<file path="config.mk">
export PLATFORM = sky130hd
export DESIGN_NAME = dual_serial_regif
export DESIGN_NICKNAME = d
export VERILOG_FILES = /design/src/rtl/sio_pkg.sv /design/src/rtl/sio_line_fmt.sv /design/src/rtl/sio_chan_regs.sv /design/src/rtl/dual_serial_regif.sv
export SDC_FILE = /design/constraint.sdc
export NUM_CORES = 1
export LEC_CHECK = 0
export BUFFER_PORTS_ARGS = -buffer_cell sky130_fd_sc_hd__buf_4
export CORE_MARGIN = 2
export CORE_UTILIZATION = 40
export CTS_CLUSTER_SIZE = 28
export DETAILED_ROUTE_END_ITERATION = 7
export HOLD_SLACK_MARGIN = 0.03
export PLACE_DENSITY = 0.7
export SYNTH_ARGS = -nofsm -noshare
export SYNTH_HDL_FRONTEND = slang
export SYNTH_HIERARCHICAL = 1
export SYNTH_SLANG_ARGS = --single-unit
export TNS_END_PERCENT = 1
</file>
<file path="constraint.sdc">
create_clock -name clk -period 2.7 [get_ports clk]
set_clock_uncertainty 0.15 [all_clocks]
set_input_delay 0 -clock clk [delete_from_list [all_inputs] [get_ports clk]]
set_output_delay 0 -clock clk [all_outputs]
set_load 0.01 [all_outputs]
</file>
<file path="src/rtl/sio_pkg.sv">
package sio_pkg;
  localparam int BYTE_W    = 8;
  localparam int NREG      = 16;
  localparam int PTR_W     = $clog2(NREG);
  localparam int NCH       = 2;
  localparam int TC_W      = 2 * BYTE_W;
  localparam int SHIFT_MAX = 6;
  localparam int BCLK_W    = TC_W + 1 + SHIFT_MAX;
  localparam int DBITS_W   = 4;

  localparam logic [2:0]       CMD_PT_HIGH = 3'b001;
  localparam logic [PTR_W-1:0] REG_RXCFG   = PTR_W'(3);
  localparam logic [PTR_W-1:0] REG_FMT     = PTR_W'(4);
  localparam logic [PTR_W-1:0] REG_TXCFG   = PTR_W'(5);
  localparam logic [PTR_W-1:0] REG_RESET   = PTR_W'(9);
  localparam logic [PTR_W-1:0] REG_TC_LO   = PTR_W'(12);
  localparam logic [PTR_W-1:0] REG_TC_HI   = PTR_W'(13);

  localparam logic [BYTE_W-1:0] STAT_IDLE = 8'h44;
  localparam logic [BYTE_W-1:0] SPEC_IDLE = 8'h07;

  function automatic logic [BYTE_W-1:0] wreg_init(input int idx);
    logic [BYTE_W-1:0] v;
    case (idx)
      4:       v = 8'h04;
      9:       v = 8'hC0;
      11:      v = 8'h08;
      14:      v = 8'h30;
      15:      v = 8'hF8;
      default: v = '0;
    endcase
    return v;
  endfunction
endpackage

</file>
<file path="src/rtl/sio_line_fmt.sv">
module sio_line_fmt
  import sio_pkg::*;
(
  input  logic               clk,
  input  logic               rst,
  input  logic [BYTE_W-1:0]  fmt_cfg,
  input  logic [BYTE_W-1:0]  data_cfg,
  input  logic [TC_W-1:0]    tconst,
  output logic               par_en,
  output logic               par_even,
  output logic               stop_two,
  output logic [DBITS_W-1:0] data_bits,
  output logic [BCLK_W-1:0]  bit_clocks
);
  logic [TC_W:0]        span;
  logic [BCLK_W-1:0]    span_w;
  logic [BCLK_W-1:0]    clocks_nxt;
  logic [DBITS_W-1:0]   dbits_nxt;

  assign span   = {1'b0, tconst} + (TC_W+1)'(2);
  assign span_w = BCLK_W'(span);

  always_comb begin
    case (fmt_cfg[7:6])
      2'b00:   clocks_nxt = span_w;
      2'b01:   clocks_nxt = span_w << 4;
      2'b10:   clocks_nxt = span_w << 5;
      default: clocks_nxt = span_w << SHIFT_MAX;
    endcase
    case (data_cfg[6:5])
      2'b00:   dbits_nxt = DBITS_W'(5);
      2'b01:   dbits_nxt = DBITS_W'(7);
      2'b10:   dbits_nxt = DBITS_W'(6);
      default: dbits_nxt = DBITS_W'(8);
    endcase
  end

  always_ff @(posedge clk) begin
    if (rst) begin
      par_en     <= 1'b0;
      par_even   <= 1'b0;
      stop_two   <= 1'b0;
      data_bits  <= DBITS_W'(5);
      bit_clocks <= BCLK_W'(2);
    end else begin
      par_en     <= fmt_cfg[0];
      par_even   <= fmt_cfg[1];
      stop_two   <= (fmt_cfg[3:2] == 2'b11);
      data_bits  <= dbits_nxt;
      bit_clocks <= clocks_nxt;
    end
  end


  bitclk_floor_chk: assert property (@(posedge clk) disable iff (rst)
    bit_clocks >= BCLK_W'(2));


  dbits_range_chk: assert property (@(posedge clk) disable iff (rst)
    (data_bits >= DBITS_W'(5)) && (data_bits <= DBITS_W'(8)));
endmodule

</file>
<file path="src/rtl/sio_chan_regs.sv">
module sio_chan_regs
  import sio_pkg::*;
(
  input  logic              clk,
  input  logic              rst,
  input  logic              soft_rst,
  input  logic              ctrl_wr,
  input  logic              data_wr,
  input  logic              ctrl_rd,
  input  logic              data_rd,
  input  logic [BYTE_W-1:0] wdata,
  input  logic              rx_strobe,
  input  logic [BYTE_W-1:0] rx_byte,
  output logic [PTR_W-1:0]  ptr,
  output logic [BYTE_W-1:0] ctrl_rdata,
  output logic [BYTE_W-1:0] rx_hold,
  output logic              rx_ready,
  output logic              tx_strobe,
  output logic [BYTE_W-1:0] tx_byte,
  output logic [BYTE_W-1:0] fmt_cfg,
  output logic [BYTE_W-1:0] data_cfg,
  output logic [TC_W-1:0]   tconst
);
  logic [BYTE_W-1:0] wr_q [NREG];
  logic              rx_avail;
  logic              reset_now;
  logic              rx_take;

  assign reset_now = rst | soft_rst;
  assign rx_take   = rx_strobe & wr_q[REG_RXCFG][0] & ~rx_avail;
  assign rx_ready  = wr_q[REG_RXCFG][0] & ~rx_avail;
  assign fmt_cfg   = wr_q[REG_FMT];
  assign data_cfg  = wr_q[REG_TXCFG];
  assign tconst    = {wr_q[REG_TC_HI], wr_q[REG_TC_LO]};

  // register pointer: loaded from register 0, self-clearing after use
  always_ff @(posedge clk) begin
    if (reset_now)
      ptr <= '0;
    else if (ctrl_wr)
      ptr <= (ptr == '0) ? {(wdata[5:3] == CMD_PT_HIGH), wdata[2:0]} : '0;
    else if (ctrl_rd)
      ptr <= '0;
  end

  always_ff @(posedge clk) begin
    if (reset_now) begin
      for (int i = 0; i < NREG; i++) wr_q[i] <= wreg_init(i);
    end else if (ctrl_wr && ptr != '0 && ptr != REG_RESET) begin
      wr_q[ptr] <= wdata;
    end
  end

  always_ff @(posedge clk) begin
    if (reset_now) begin
      rx_avail <= 1'b0;
      rx_hold  <= '0;
    end else if (rx_take) begin
      rx_avail <= 1'b1;
      rx_hold  <= rx_byte;
    end else if (data_rd) begin
      rx_avail <= 1'b0;
    end
  end

  always_ff @(posedge clk) begin
    if (reset_now) begin
      tx_strobe <= 1'b0;
      tx_byte   <= '0;
    end else begin
      tx_strobe <= data_wr & wr_q[REG_TXCFG][3];
      if (data_wr) tx_byte <= wdata;
    end
  end

  always_comb begin
    case (ptr)
      PTR_W'(0): ctrl_rdata = STAT_IDLE | {{(BYTE_W-1){1'b0}}, rx_avail};
      PTR_W'(1): ctrl_rdata = SPEC_IDLE;
      REG_TC_LO: ctrl_rdata = wr_q[REG_TC_LO];
      REG_TC_HI: ctrl_rdata = wr_q[REG_TC_HI];
      default:   ctrl_rdata = '0;
    endcase
  end


  ptr_return_chk: assert property (@(posedge clk) disable iff (rst)
    (ctrl_wr && ptr != '0) |=> (ptr == '0));


  ptr_read_clear_chk: assert property (@(posedge clk) disable iff (rst)
    (ctrl_rd && !ctrl_wr) |=> (ptr == '0));


  rx_hold_chk: assert property (@(posedge clk) disable iff (rst)
    (rx_avail && !data_rd && !soft_rst) |=> ($stable(rx_hold) && rx_avail));


  soft_rst_chk: assert property (@(posedge clk) disable iff (rst)
    soft_rst |=> (ptr == '0 && !rx_avail && !tx_strobe && tx_byte == '0));


  tx_pulse_chk: assert property (@(posedge clk) disable iff (rst)
    tx_strobe |-> $past(data_wr));
endmodule

</file>
<file path="src/rtl/dual_serial_regif.sv">
module dual_serial_regif
  import sio_pkg::*;
(
  input  logic                     clk,
  input  logic                     rst,
  input  logic                     bus_wr,
  input  logic                     bus_rd,
  input  logic [1:0]               bus_addr,
  input  logic [BYTE_W-1:0]        bus_wdata,
  output logic [BYTE_W-1:0]        bus_rdata,
  input  logic [NCH-1:0]           rx_strobe,
  input  logic [NCH*BYTE_W-1:0]    rx_data,
  output logic [NCH-1:0]           rx_ready,
  output logic [NCH-1:0]           tx_strobe,
  output logic [NCH*BYTE_W-1:0]    tx_data,
  output logic [NCH-1:0]           par_en,
  output logic [NCH-1:0]           par_even,
  output logic [NCH-1:0]           stop_two,
  output logic [NCH*DBITS_W-1:0]   data_bits,
  output logic [NCH*BCLK_W-1:0]    bit_clocks
);
  logic              sel_data;
  logic              sel_ch;
  logic [PTR_W-1:0]  ptr_q  [NCH];
  logic [BYTE_W-1:0] crd    [NCH];
  logic [BYTE_W-1:0] hold   [NCH];
  logic [NCH-1:0]    soft_rst;

  assign sel_data = bus_addr[0];
  assign sel_ch   = bus_addr[1];

  // reset codes: bit 6 clears channel B (index 0), bit 7 clears channel A
  always_comb begin
    soft_rst = '0;
    if (bus_wr && !sel_data && ptr_q[sel_ch] == REG_RESET)
      soft_rst = bus_wdata[7:6];
  end

  for (genvar c = 0; c < NCH; c++) begin : g_ch
    logic              hit;
    logic [BYTE_W-1:0] fmt_cfg;
    logic [BYTE_W-1:0] data_cfg;
    logic [TC_W-1:0]   tconst;

    assign hit = (sel_ch == 1'(c));

    sio_chan_regs u_regs (
      .clk        (clk),
      .rst        (rst),
      .soft_rst   (soft_rst[c]),
      .ctrl_wr    (bus_wr & ~sel_data & hit),
      .data_wr    (bus_wr &  sel_data & hit),
      .ctrl_rd    (bus_rd & ~sel_data & hit),
      .data_rd    (bus_rd &  sel_data & hit),
      .wdata      (bus_wdata),
      .rx_strobe  (rx_strobe[c]),
      .rx_byte    (rx_data[c*BYTE_W +: BYTE_W]),
      .ptr        (ptr_q[c]),
      .ctrl_rdata (crd[c]),
      .rx_hold    (hold[c]),
      .rx_ready   (rx_ready[c]),
      .tx_strobe  (tx_strobe[c]),
      .tx_byte    (tx_data[c*BYTE_W +: BYTE_W]),
      .fmt_cfg    (fmt_cfg),
      .data_cfg   (data_cfg),
      .tconst     (tconst)
    );

    sio_line_fmt u_fmt (
      .clk        (clk),
      .rst        (rst),
      .fmt_cfg    (fmt_cfg),
      .data_cfg   (data_cfg),
      .tconst     (tconst),
      .par_en     (par_en[c]),
      .par_even   (par_even[c]),
      .stop_two   (stop_two[c]),
      .data_bits  (data_bits[c*DBITS_W +: DBITS_W]),
      .bit_clocks (bit_clocks[c*BCLK_W +: BCLK_W])
    );
  end

  always_ff @(posedge clk) begin
    if (rst)
      bus_rdata <= '0;
    else if (bus_rd)
      bus_rdata <= sel_data ? hold[sel_ch] : crd[sel_ch];
  end


  rdata_hold_chk: assert property (@(posedge clk) disable iff (rst)
    !bus_rd |=> $stable(bus_rdata));


  tx_onehot_chk: assert property (@(posedge clk) disable iff (rst)
    $onehot0(tx_strobe));
endmodule

</file>
; ---- Word-level counts from Yosys, hierarchy flattened
; Memories as Yosys holds them, arrays and structs flattened.
; Index checks and enable logic that the tools add are counted.
[word_totals]
reg_bits = 112
latch_bits = 0
ramBits = 256
romBits = 0
elab_cells = 149
mem_count = 2
[mem_list]
columns = name, words, word_bits, rd, rd_clocked_by_memory_dff, wr, line_no
row1 = g_ch[0].u_regs.wr_q, 16, 8, 5, 0, 16, sio_chan_regs.sv:24  ; logic [BYTE_W-1:0] wr_q [NREG];
row2 = g_ch[1].u_regs.wr_q, 16, 8, 5, 0, 16, sio_chan_regs.sv:24
[classes]
add_sub_neg = 2
mul = 0
n_div = 0
n_lt_le_gt_ge = 1
eq_ne = 20
n_shift = 0
n_mux = 55
n_bitwise = 27
n_reduce_logical = 21
[ops]
columns = cell, count
row1 = $mux W8, 21
row2 = $pmux W23 S3, 2
row3 = $pmux W8 S4, 2
row4 = $mux W4, 11
row5 = $add A16 B2 Y17 const B, 2
row6 = $pmux W4 S3, 2
row7 = $and A1 B1 Y1, 20
row8 = $eq A4 B4 Y1 const B, 5
row9 = $mux W1, 16
row10 = $reduce_or A8 Y1, 2
row11 = $eq A2 B2 Y1 const B, 6
row12 = $eq A2 B1 Y1 const B, 4
row13 = $eq A4 B1 Y1 const B, 2
row14 = $logic_not A2 Y1, 4
row15 = $logic_not A4 Y1, 2
row16 = $ne A4 B4 Y1 const B, 2
row17 = $reduce_bool A2 Y1, 4
row18 = $reduce_bool A4 Y1, 2
row19 = $logic_and A1 B1 Y1, 6
row20 = $not A1 Y1, 4
row21 = $eq A3 B1 Y1 const B, 1
row22 = $ge A2 B2 Y1 const B, 1
row23 = $mux W2, 1
row24 = $not A1 Y2, 1
row25 = other kinds (2), 3

; ---- Depth between registers and ports, before layout
[logic_depth]
word_depth = 12
ltp_mapped = 9
ltp_nobuf = 6

; ---- Cells and area by module
; Netlist, hierarchy kept.
[by_module_without_submodules]
columns = mod, n_inst, cells_each, area_each_um2, seq_area_each_um2
row1 = sio_line_fmt, 2, 177, 1531.5, 600.6
row2 = sio_chan_regs (g_ch[0].u_regs), 1, 189, 2228.4, 1431.4
row3 = sio_chan_regs (g_ch[1].u_regs), 1, 191, 2219.6, 1431.4
row4 = dual_serial_regif, 1, 76, 661.9, 160.2

; ---- Least setup slack after synthesis
; Ideal clock, no wire load.
[synth_timing]
path_type = input-to-reg
startpoint = input port bus_addr[0]
endpoint = memory g_ch[1].u_regs.wr_q[12][0] (enable)
setup_ns = 0.304
arrival_time_ns = 1.536
setup_slack_ns = 0.710
stages = 8
n_path_buf = 3
path_cell_list = buf_6 buf_8 and3b_1 nand4_1 a21boi_0 nor2_1 clkbuf_1 nand2_1
[synth_rtl]
columns = element, line_no
row1 = from (decl), dual_serial_regif.sv:8  ; input logic [1:0] bus_addr,
row2 = to (decl), sio_chan_regs.sv:24

; ---- Worst setup path in the final report
[layout_timing]
startpoint = input port bus_addr[1]
endpoint = register g_ch[1].u_regs.ptr[0]
[layout_between]
elab_chain_cells = 8
[layout_rtl]
columns = element, line_no
row1 = $not A1 Y2 (not written as such), dual_serial_regif.sv:35  ; if (bus_wr && !sel_data && ptr_q[sel_ch] == REG_RESET)
row2 = $mux W4 (not written as such) (3 in series), dual_serial_regif.sv:35
row3 = $eq A4 B4 Y1, dual_serial_regif.sv:35
row4 = $logic_and A1 B1 Y1, dual_serial_regif.sv:35
row5 = $mux W2, dual_serial_regif.sv:35
row6 = named net soft_rst[1], dual_serial_regif.sv:27  ; logic [NCH-1:0] soft_rst;
row7 = $or A1 B1 Y1, sio_chan_regs.sv:29  ; assign reset_now = rst | soft_rst;
row8 = to (signal assigned), sio_chan_regs.sv:41  ; ptr <= (ptr == '0) ? {(wdata[5:3] == CMD_PT_HIGH), wdata[2:0]} : '0;
row9 = to (decl), sio_chan_regs.sv:14  ; output logic [PTR_W-1:0] ptr,
; The timed path passes the listed nets, and every way through them passes these cells. The select of a mux whose other input is x is not followed.
; A chain may end at the register's enable or synchronous reset.

==> flow_metrics.env <==
export IMPL_outcome="completed"
export IMPL_r2r_end="g_ch[1].u_regs/wr_q[12][4]"
export IMPL_regArea_um2=3804
export IMPL_worstMarginPinSlew_ns=0.6508
export IMPL_area_growth_pct=24.98
export IMPL_p_sw_share_pct=22.82
export IMPL_port_buffers=119
export IMPL_dp_hpwl_mm=13.80
export IMPL_rsz0062_at_grt="no"
export IMPL_intPower_mw=4.427
export IMPL_clock_sinks=164
export IMPL_clk_pin_slew_ns=0.06
export IMPL_ant_nets=0
export IMPL_slew_headroom_pct=56.57
export IMPL_die_w_um=142.7
export IMPL_syn_area_um2=7700
export IMPL_n_antenna_cell=0
export IMPL_fp_row_count=50
export IMPL_drt_wl_total_mm=19.52
export IMPL_finalHoldViolations=0
export IMPL_drt_pass1_iterations=6
export IMPL_drc_errors=0
export IMPL_wl_per_cell_um=16.83
export IMPL_peakVddDrop_v=0.0004563
export IMPL_utilization_pct=51.27
export IMPL_reg2reg_from="g_ch[1].u_regs/ptr[1]"
export IMPL_holdWs_ns=0.1485
export IMPL_reg2reg_depth=5
export IMPL_netSwitchingPower_mw=1.309
export IMPL_startpoint="bus_addr[1]"
export IMPL_cts_tree="yes"
export IMPL_syn_avg_cell_area_um2=9.846
export IMPL_cts_buffers=17
export IMPL_required_ns=2.87
export IMPL_drt_initial_drc_count=607
export IMPL_ys_warn_count=6
export IMPL_grt_pass1_wl_mm=30.20
export IMPL_endpoint="g_ch[1].u_regs/ptr[0]"
export IMPL_fin_crit_ns=2.344
export IMPL_synth_nets=822
export IMPL_tns_ns=0
export IMPL_power_frac_clock_pct=43.6
export IMPL_post_cts_repair_setup_buffers=0
export IMPL_cp_max_fo=19
export IMPL_antenna_found_initial=0
export IMPL_cp_arrival_ns=2.52
export IMPL_pwr_share_comb_pct=9.3
export IMPL_die_y_um=142.7
export IMPL_grt_util_all_layers_pct=19.20
export IMPL_start_kind="primary input"
export IMPL_grt_max_degree=34
export IMPL_drive_above_1_share_pct=21.92
export IMPL_finalCritPeriodShare_pct=86.81
export IMPL_synthCells=782
export IMPL_multi_input_area_um2=3610
export IMPL_gp_congestion=0.8945
export IMPL_finalMaxSlewViolations=0
export IMPL_htreeDepth=4
export IMPL_path_class="primary input to register"
export IMPL_routed_via_count=6208
export IMPL_ios=120
export IMPL_powerDensity_nw_per_um2=596.0
export IMPL_power_frac_seq_pct=47.1
export IMPL_clock_fmax_mhz=426.6
export IMPL_ctsLongestPathBuffers=2
export IMPL_final_nets=953
export IMPL_hold_class="primary input to register"
export IMPL_overflow=0
export IMPL_start_util_pct=41.03
export IMPL_clk_latency_ns=0.43
export IMPL_setup_viol=0
export IMPL_rrSetupSlack_ns=0.41
export IMPL_power_leakage_nw=3.841
export IMPL_vias_per_cell=5.352
export IMPL_fillers=1725
export IMPL_core_um2=18770
export IMPL_dieArea_um2=20380
export IMPL_max_cap_violations=0
export IMPL_cts_root_buffer="clkbuf_16"
export IMPL_grt_pass1_vias=5621
export IMPL_hold_path_startpoint="rx_strobe[1]"
export IMPL_endpoint_kind="register"
[layout by cell type, fill, tap and decap left out, types with 10 or more instances in the layout]
master	instances
a21oi_1	32
mux2_2	10
mux2i_1	49
inv_1	15
edfxtp_1	52
and2_1	13
xor2_1	16
nand3_1	16
dfxtp_1	112
nor2b_1	16
nand2b_1	15
nor2_1	133
nand4_1	18
dlygate4sd3_1	29
a22oi_1	14
nor3_1	24
nand2_1	63
buf_4	127
clkbuf_16	19
[worst max-delay path, stage by stage]
cell	delay (ns)
dlygate4sd3_1	0.54
buf_4	0.19
nor3b_2	0.38
nand4_1	0.17
a21boi_0	0.35
or2_2	0.46
nor3_1	0.18
a32o_1	0.24
[power by group through the flow]
stage               clock (mW)  sequential (mW)  combinational [mW]
floorplan                    0             2.75               0.283
global placement             0             2.75               0.494
detailed placement           0             2.75               0.498
CTS                       2.54             2.70               0.535
global route              2.63             2.71               0.582
finish                    2.50             2.70               0.535
[per-stage QoR]
step           power, mW  instance area, um2  std cells  setup WS [ns]
5_1_grt            5.926                9623       1160         0.2206
3_5_place_dp       3.250                8713       1099         0.1386
6_report           5.736                9623       1160         0.3561
3_3_place_gp       3.245                8713       1099         0.2022
4_1_cts            5.775                9620       1160        0.09709
2_1_floorplan      3.036                7700        782         0.7099
[flip-flops by register name, indices dropped and copies added (netlist names)]
name / flops
bus_rdata: 8
g_ch.u_fmt/par_even: 2
g_ch.u_fmt/data_bits: 8
g_ch.u_regs/wr_q: 52
g_ch.u_regs/rx_hold: 16
g_ch.u_fmt/par_en: 2
g_ch.u_fmt/stop_two: 2
g_ch.u_regs/tx_strobe: 2
g_ch.u_regs/tx_byte: 16
g_ch.u_regs/ptr: 8
g_ch.u_regs/rx_avail: 2
g_ch.u_fmt/bit_clocks: 46
[timing repair]
item / CTS / global route
gates resized for setup: 0 / 1
hold buffers: 29 / 0
endpoints found under the hold margin: 121 / 0
endpoints found under the setup margin: 0 / 22
[layer usage]
metal	GRT usage (%)	wire length (um)	up-vias
li1	-	-	3028
met1	28.31	9567	2912
met2	27.73	8509	235
met3	3.957	1094	33
met4	6.879	353	0
met5	0	0	-
[layout make-up]
cell class              count  share of cell area, %
clock buffers              26                  5.526
repair buffers            156                  12.92
multi-input cells         559                  37.51
inverters                  15                 0.5851
clock inverters             6                 0.8842
flip-flops and latches    164                  39.53
well taps                 234                  3.043
[worst min path at each step]
stage | to | slack [ns] | depth (start not counted)
after global placement | g_ch[1].u_regs/rx_hold[5] | 0.09 | 3
final | g_ch[1].u_regs/rx_avail | 0.15 | 3
after CTS | g_ch[1].u_regs/rx_avail | 0.15 | 3
after floorplan | g_ch[0].u_regs/rx_hold[0] | -0.006 | 2
after detailed placement | g_ch[1].u_regs/rx_hold[5] | 0.09 | 3
after global routing | g_ch[1].u_regs/rx_avail | 0.20 | 3
(Power assumes the default switching activity.)
